File: config.mk
export PLATFORM = sky130hd
export DESIGN_NAME = gpio_sel_irq
export DESIGN_NICKNAME = d
export VERILOG_FILES = /design/src/rtl/gsi_pkg.sv /design/src/rtl/gsi_sync.sv /design/src/rtl/gsi_regs.sv /design/src/rtl/gsi_trig.sv /design/src/rtl/gpio_sel_irq.sv
export SDC_FILE = /design/constraint.sdc
export NUM_CORES = 1
export LEC_CHECK = 0
export ABC_AREA = 1
export BUFFER_PORTS_ARGS = -buffer_cell sky130_fd_sc_hd__buf_2
export CORE_ASPECT_RATIO = 0.5
export CORE_MARGIN = 2
export CORE_UTILIZATION = 40
export DETAILED_ROUTE_END_ITERATION = 10
export HOLD_SLACK_MARGIN = 0.1
export PLACE_DENSITY_LB_ADDON = 0.2
export RECOVER_POWER = 50
export SYNTH_ARGS = -nofsm -noshare
export SYNTH_HDL_FRONTEND = slang
export SYNTH_SLANG_ARGS = --single-unit
File: constraint.sdc
create_clock -name clk -period 4.8 [get_ports clk]
set_input_delay 0.96 -clock clk [delete_from_list [all_inputs] [get_ports clk]]
set_output_delay 0.96 -clock clk [all_outputs]
set_load 0.02 [all_outputs]
File: src/rtl/gsi_pkg.sv
package gsi_pkg;

    typedef enum logic [1:0] {
        TRIG_OFF  = 2'd0,
        TRIG_LOW  = 2'd1,
        TRIG_HIGH = 2'd2,
        TRIG_EDGE = 2'd3
    } trig_mode_e;

    // configuration word, bits [7:6] mode, bits [5:0] pin number
    typedef struct packed {
        trig_mode_e  mode;
        logic [5:0]  sel;
    } irq_cfg_t;

    localparam int unsigned CFG_W = $bits(irq_cfg_t);
    localparam int unsigned SEL_W = 6;

    localparam logic [4:0] OFS_DIN  = 5'h00;
    localparam logic [4:0] OFS_DOUT = 5'h08;
    localparam logic [4:0] OFS_DIR  = 5'h10;
    localparam logic [4:0] OFS_CFG  = 5'h18;
    localparam logic [4:0] OFS_STAT = 5'h1C;

endpackage

File: src/rtl/gsi_sync.sv
module gsi_sync #(
    parameter int unsigned W      = 22,
    parameter int unsigned STAGES = 2
) (
    input  logic         clk,
    input  logic         rst_n,
    input  logic [W-1:0] async_i,
    output logic [W-1:0] sync_o
);

    logic [W-1:0] stage_q [STAGES];
    logic [W-1:0] stage_d [STAGES];

    always_comb begin
        stage_d[0] = async_i;
        for (int s = 1; s < STAGES; s++) begin
            stage_d[s] = stage_q[s-1];
        end
    end

    always_ff @(posedge clk or negedge rst_n) begin
        if (!rst_n) begin
            for (int s = 0; s < STAGES; s++) begin
                stage_q[s] <= '0;
            end
        end else begin
            for (int s = 0; s < STAGES; s++) begin
                stage_q[s] <= stage_d[s];
            end
        end
    end

    assign sync_o = stage_q[STAGES-1];

endmodule

File: src/rtl/gsi_regs.sv
module gsi_regs
    import gsi_pkg::*;
#(
    parameter int unsigned NPIN   = 22,
    parameter int unsigned ADDR_W = 5,
    parameter int unsigned DATA_W = 32
) (
    input  logic              clk,
    input  logic              rst_n,
    input  logic              acc_en,
    input  logic              acc_we,
    input  logic [ADDR_W-1:0] acc_addr,
    input  logic [DATA_W-1:0] acc_wdata,
    input  logic [NPIN-1:0]   din_i,
    input  logic              irq_i,
    output logic [NPIN-1:0]   dout_o,
    output logic [NPIN-1:0]   dir_o,
    output irq_cfg_t          cfg_o,
    output logic              clr_o,
    output logic [DATA_W-1:0] rdata_o
);

    typedef struct packed {
        logic [NPIN-1:0]   dout;
        logic [NPIN-1:0]   dir;
        irq_cfg_t          cfg;
        logic [DATA_W-1:0] rdata;
    } reg_st_t;

    reg_st_t st_d, st_q;
    logic    wr_d, rd_d;

    always_comb begin
        st_d  = st_q;
        clr_o = 1'b0;
        wr_d  = acc_en && acc_we;
        rd_d  = acc_en && !acc_we;
        if (wr_d) begin
            case (acc_addr)
                ADDR_W'(OFS_DOUT): st_d.dout = acc_wdata[NPIN-1:0];
                ADDR_W'(OFS_DIR):  st_d.dir  = acc_wdata[NPIN-1:0];
                ADDR_W'(OFS_CFG):  st_d.cfg  = irq_cfg_t'(acc_wdata[CFG_W-1:0]);
                ADDR_W'(OFS_STAT): clr_o     = acc_wdata[0];
                default: ;
            endcase
        end
        if (rd_d) begin
            case (acc_addr)
                ADDR_W'(OFS_DIN):  st_d.rdata = DATA_W'(din_i);
                ADDR_W'(OFS_DOUT): st_d.rdata = DATA_W'(st_q.dout);
                ADDR_W'(OFS_DIR):  st_d.rdata = DATA_W'(st_q.dir);
                ADDR_W'(OFS_CFG):  st_d.rdata = DATA_W'(st_q.cfg);
                ADDR_W'(OFS_STAT): st_d.rdata = DATA_W'(irq_i);
                default:           st_d.rdata = '0;
            endcase
        end
    end

    always_ff @(posedge clk or negedge rst_n) begin
        if (!rst_n) begin
            st_q <= '0;
        end else begin
            st_q <= st_d;
        end
    end

    assign dout_o  = st_q.dout;
    assign dir_o   = st_q.dir;
    assign cfg_o   = st_q.cfg;
    assign rdata_o = st_q.rdata;

endmodule

File: src/rtl/gsi_trig.sv
module gsi_trig
    import gsi_pkg::*;
#(
    parameter int unsigned NPIN = 22
) (
    input  logic            clk,
    input  logic            rst_n,
    input  logic [NPIN-1:0] sync_i,
    input  logic [NPIN-1:0] dir_i,
    input  irq_cfg_t        cfg_i,
    input  logic            clr_i,
    output logic            irq_o
);

    typedef struct packed {
        logic [NPIN-1:0] prev;
        logic            flag;
        logic            irq;
    } trig_st_t;

    trig_st_t st_d, st_q;
    logic     hit_d, lvl_d, out_d, chg_d, armed_d;

    always_comb begin
        st_d  = st_q;
        hit_d = 1'b0;
        lvl_d = 1'b0;
        out_d = 1'b0;
        chg_d = 1'b0;
        for (int i = 0; i < NPIN; i++) begin
            if (cfg_i.sel == SEL_W'(i)) begin
                hit_d = 1'b1;
                lvl_d = sync_i[i];
                out_d = dir_i[i];
                chg_d = sync_i[i] ^ st_q.prev[i];
            end
        end
        armed_d   = hit_d && !out_d;
        st_d.prev = sync_i;

        // a new change wins over a clear in the same cycle
        if (!armed_d || cfg_i.mode != TRIG_EDGE) begin
            st_d.flag = 1'b0;
        end else if (chg_d) begin
            st_d.flag = 1'b1;
        end else if (clr_i) begin
            st_d.flag = 1'b0;
        end

        case (cfg_i.mode)
            TRIG_LOW:  st_d.irq = armed_d && !lvl_d;
            TRIG_HIGH: st_d.irq = armed_d && lvl_d;
            TRIG_EDGE: st_d.irq = st_d.flag;
            default:   st_d.irq = 1'b0;
        endcase
    end

    always_ff @(posedge clk or negedge rst_n) begin
        if (!rst_n) begin
            st_q <= '0;
        end else begin
            st_q <= st_d;
        end
    end

    assign irq_o = st_q.irq;

endmodule

File: src/rtl/gpio_sel_irq.sv
module gpio_sel_irq
    import gsi_pkg::*;
#(
    parameter int unsigned NPIN        = 22,
    parameter int unsigned ADDR_W      = 5,
    parameter int unsigned DATA_W      = 32,
    parameter int unsigned SYNC_STAGES = 2
) (
    input  logic              clk,
    input  logic              rst_n,
    input  logic              acc_en,
    input  logic              acc_we,
    input  logic [ADDR_W-1:0] acc_addr,
    input  logic [DATA_W-1:0] acc_wdata,
    output logic [DATA_W-1:0] acc_rdata,
    input  logic [NPIN-1:0]   pin_in,
    output logic [NPIN-1:0]   pin_out,
    output logic [NPIN-1:0]   pin_oe,
    output logic              irq_req
);

    logic [NPIN-1:0] sync_w;
    logic [NPIN-1:0] dir_w;
    irq_cfg_t        cfg_w;
    logic            clr_w;
    logic            irq_w;

    gsi_sync #(
        .W      (NPIN),
        .STAGES (SYNC_STAGES)
    ) u_sync (
        .clk     (clk),
        .rst_n   (rst_n),
        .async_i (pin_in),
        .sync_o  (sync_w)
    );

    gsi_regs #(
        .NPIN   (NPIN),
        .ADDR_W (ADDR_W),
        .DATA_W (DATA_W)
    ) u_regs (
        .clk       (clk),
        .rst_n     (rst_n),
        .acc_en    (acc_en),
        .acc_we    (acc_we),
        .acc_addr  (acc_addr),
        .acc_wdata (acc_wdata),
        .din_i     (sync_w),
        .irq_i     (irq_w),
        .dout_o    (pin_out),
        .dir_o     (dir_w),
        .cfg_o     (cfg_w),
        .clr_o     (clr_w),
        .rdata_o   (acc_rdata)
    );

    gsi_trig #(
        .NPIN (NPIN)
    ) u_trig (
        .clk    (clk),
        .rst_n  (rst_n),
        .sync_i (sync_w),
        .dir_i  (dir_w),
        .cfg_i  (cfg_w),
        .clr_i  (clr_w),
        .irq_o  (irq_w)
    );

    assign pin_oe  = dir_w;
    assign irq_req = irq_w;

endmodule

[Word level (Yosys, flattened, before mapping)]
Index checks and enable logic that the tools add are counted.
Storage, ports and cells
  register bits: 152
  bits in latches: 0
  RAM bits: 0
  ROM bits: 0
  input bits: 63
  output and inout bits: 77
  word-level logic and storage cells: 171
  memories kept: 0
Cells by class
  $add $sub $neg: 0
  multipliers: 0
  div/mod/pow operators: 0
  $lt $le $gt $ge: 0
  equal/unequal tests: 29
  shift-type cells: 0
  muxes and demuxes: 95
  bitwise gates (word level): 22
  reduce and logical (&&, ||, !) cells: 15
Operators with widths (number)
  $pmux 22 s5: 1
  $mux 1: 93
  $eq 6x4->1 const B: 8
  $eq 6x5->1 const B: 6
  $eq 6x3->1 const B: 4
  $xor 1x1->1: 22
  $eq 5x5->1 const B: 3
  $eq 6x2->1 const B: 2
  $eq 6x1->1 const B: 1
  $logic_not 6->1: 1
  $reduce_and 2->1: 3
  $eq 5x4->1 const B: 1
  $logic_and 1x1->1: 5
  $logic_not 5->1: 1
  $eq 2x2->1 const B: 2
  $logic_not 1->1: 4
  $pmux 1 s3: 1
  $eq 2x1->1 const B: 1
  $ne 2x2->1 const B: 1
  $logic_or 1x1->1: 1

[Logic depth before layout (Yosys ltp)]
  depth after elaboration: 29
  gate-level depth with buffers: 20

[Modules after synthesis]
From an unflattened synthesis, not the netlist that was laid out.
Unflattened totals
  cells, all modules: 715
  area total of the unflattened synthesis: 6346.1 sq um
Modules (own cells, without submodules)
  gsi_regs: times used 1, cells each 426, area each 3532.1 sq um, sequential area each 1851.8 sq um
  gsi_trig: times used 1, cells each 245, area each 1712.9 sq um, sequential area each 600.6 sq um
  gsi_sync: times used 1, cells each 44, area each 1101.1 sq um, sequential area each 1101.1 sq um

[Worst setup path before layout]
OpenSTA, ideal clock, no wires.
  path kind: input -> register
  start point: in acc_addr[1]
  end point: reg u_regs.st_q, in the netlist u_regs.dir_o[7]
  data arrival time: 2.103 ns
  required time: 4.670 ns
  path slack: 2.567 ns
  stages on the path: 8
  path buffers: 2
  cells stage by stage: nor2_1 nand2_1 nor2_1 clkbuf_1 nand2_1 clkbuf_1 nand2_1 o21ai_0
Between the ends
  word-level cells in the longest chain between the ends: 2
Ends and longest elaborated chain
  from (decl): RTL line gpio_sel_irq.sv:13  | input logic [ADDR_W-1:0] acc_addr,
  $eq 5x5->1: RTL line gsi_regs.sv:39  | case (acc_addr)
  $reduce_and 2->1 (no source line)
  to (signal assigned): RTL line gsi_regs.sv:63  | st_q <= st_d;
  to (decl): RTL line gsi_regs.sv:30  | reg_st_t st_d, st_q;
Every way passes these cells.
A chain may end at the register's enable or synchronous reset.

==> metrics.txt <==
Residual DRC=0; worst-case clock skew=0.0135 ns; # fillers=1368; DR pass1 iterations=5; fin. max-slew vios=51; Critical R2R Capture=u_trig.irq_o; reg-to-reg startpoint=u_regs.cfg_o[1]; Die Span Y=91.1 µm; post-synth top area share=0.586; outcome=finished, violations left; max cap viols=1; Root Buffer=clkbuf_16; placed cell areas=0.00687 mm²; setup_tns=0 ns; Hold Crit Class=flop to flop; CP Class=input pin to asynchronous set/reset pin; CP delay by family, top=buffers and inverters; Skew-Pair Late Insertion Delay=0.42 ns; largest net degree at the start of global routing=51; syn avg cell area=9.55 µm²; crit path cell chain=clkbuf_1 > buf_4; via count=4779; cells taking the most area after synthesis=dfrtp_1 (59%), nand2_1 (11%), o21ai_0 (4.7%); cell area after layout=0.00747 mm²; Worst Hold Depth=0; Worst Path Arrival=3.56 ns; Tightest Pin Transition=2.55 ns; crit-path max FO=50; initial antenna violation count=1; Hold Crit Endpoint=u_sync.sync_o[10]; TritonCTS Sinks=142; Tot GR Track Use=0.209; P&R area growth vs syn=23.1%; Critical Path Start Type=input pin; post-synthesis sequential area ratio=0.586; Synth Register Bits=142; Clock Tree Buf Depth=2; RSZ-0062 raised after global routing=false; first-pass GRT wire length=25400 µm; failing checks=capacitance limit, slew limit; I/O Buffers=119; Worst Path Required=5.29 ns; crit path capture type=asynchronous set/reset pin; Buf/Inv on CP=2; Avg WL per Cell=16.1 µm; Max-slew headroom=-0.698; Final period util=0.638; most frequent cells in the layout=nand2_1 (183), dfrtp_1 (142), buf_2 (118), o21ai_0 (57), inv_1 (55); grt total ovfl=0; Initial Util=0.415; CTS tree=yes; Row Count=31; Top Ports=140; Die X=178 µm; slowest CP cell=clkbuf_1; Leakage=0.00374 µW; Hold-fix buffers, CTS=0; die area=0.0162 mm²; Max VDD drop=0.258 mV; P per Cell Area=421 mW/mm²; number of failing hold endpoints at the final stage=0; fmax=326 MHz; Mapped Area=0.00606 mm²; cts bufs inserted=17; post-synth top area cell=dfrtp_1; CP max stage delay=1.78 ns; reg-to-reg slack, setup=2.10 ns; H-tree depth=4; Synth Instances=635; fin nets=828; post-layout min period=3.06 ns; antenna cells=0; vias in the first global route=4678; Yosys warning total=0; detailed-placement wirelength estimate=11100 µm; Total Wirelength=15700 µm; core region area=0.0146 mm²; initial DRC count=309; commonest non-fill, non-tap cell in the layout=nand2_1; final setup fails=0; layout cell share with drive strength beyond 1=0.250; clk slew on worst S/H paths=0.06 ns; Post-CTS Setup Repair Bufs=0; Routed Antenna Nets=0; CTS resizes=0; DR vias/cell=4.91; FF-to-FF path depth=17; GPL Wtd Cong=0.885; Distinct cells, synth=40; Hold Path Origin=u_sync.stage_d[10]
## cell families (layout without fill, tap and decap cells)
kind of cell             Yosys count  after routing  synth area share
buffers and inverters             87            218            0.0607
AND/OR/NAND/NOR                  270            270             0.192
flip-flops                       142            142             0.586
other                              1             10          0.000618
AO/OA/AOI/OAI                     91             91            0.0869
XOR/XNOR                          20             20            0.0289
adder cells (fa/ha/maj)            3              3           0.00619
multiplexers                      21             21            0.0390
## metal layers
layer / share of wire / routed length [µm] / vias up / global-route usage
li1: - / - / 2304 / -
met1: 0.49 / 7680 / 2302 / 0.305
met2: 0.43 / 6800 / 154 / 0.307
met3: 0.068 / 1070 / 17 / 0.0578
met4: 0.0097 / 152 / 2 / 0.0560
met5: 0.0010 / 16 / - / 0
## Yosys cell counts (all sizes together)
master	number
o2111ai	7
clkbuf	16
nor3b	1
dfrtp	142
a22o	1
xor2	14
a21o	1
o21ai	57
a21boi	2
conb	1
nor3	3
o31ai	2
xnor2	6
nand3b	1
o22ai	1
ha	3
mux2	21
a21oi	13
o311ai	1
nor2	46
nand3	14
or2	2
nand2	184
o211ai	5
a221oi	1
and2	1
inv	60
buf	11
nand4	18
## layout make-up
class	instances	area [µm²]	area share
clock inverters	13	153	0.0204
multi-input cells	415	2180	0.293
repair buffers	126	647	0.0866
inverters	60	228	0.0305
clock buffers	19	453	0.0607
flip-flops and latches	142	3550	0.476
well taps	198	248	0.0332
## where the power goes
part           switching [µW]  total [µW]  internal, µW  leakage (µW)
Combinational             287         426           140       0.00165
Clock                     532        1330           802      0.000287
Sequential               90.9        1380          1290       0.00180
Total                     910        3140          2230       0.00374
## flip-flops by register name (all words and copies together) (netlist names)
| register | count |
|---|---|
| u_regs.dout_o | 22 |
| u_regs.dir_o | 22 |
| u_trig.irq_o | 1 |
| u_trig.st_q | 23 |
| u_regs.rdata_o | 22 |
| u_sync.stage_d | 22 |
| u_regs.cfg_o | 8 |
| u_sync.sync_o | 22 |
## worst max path at each step
stage                              to  slack [ns]             from  cells past startpoint
global route          u_regs.cfg_o[6]        1.09            rst_n                      2
global placement    u_regs.dout_o[16]        1.96      acc_addr[1]                      9
CTS                      u_trig.irq_o        2.16  u_regs.cfg_o[1]                     17
detailed placement  u_regs.dout_o[17]        1.93      acc_addr[1]                      9
finish                u_regs.cfg_o[0]        1.74            rst_n                      2
floorplan             u_regs.dir_o[7]        2.57      acc_addr[1]                      8
## through the flow
step / util / cells / power, µW / hold WS (ns) / setup WS, ns
floorplan: - / 644 / 1640 / 0.331 / 2.57
global placement: 0.470 / 941 / 1820 / 0.331 / 1.96
detailed placement: 0.470 / 941 / 1830 / 0.335 / 1.93
CTS: 0.511 / 973 / 3160 / 0.347 / 2.16
global route: 0.511 / 973 / 3280 / 0.351 / 1.09
finish: 0.511 / 973 / 3140 / 0.343 / 1.74
Power figures use the tool's default switching activity.
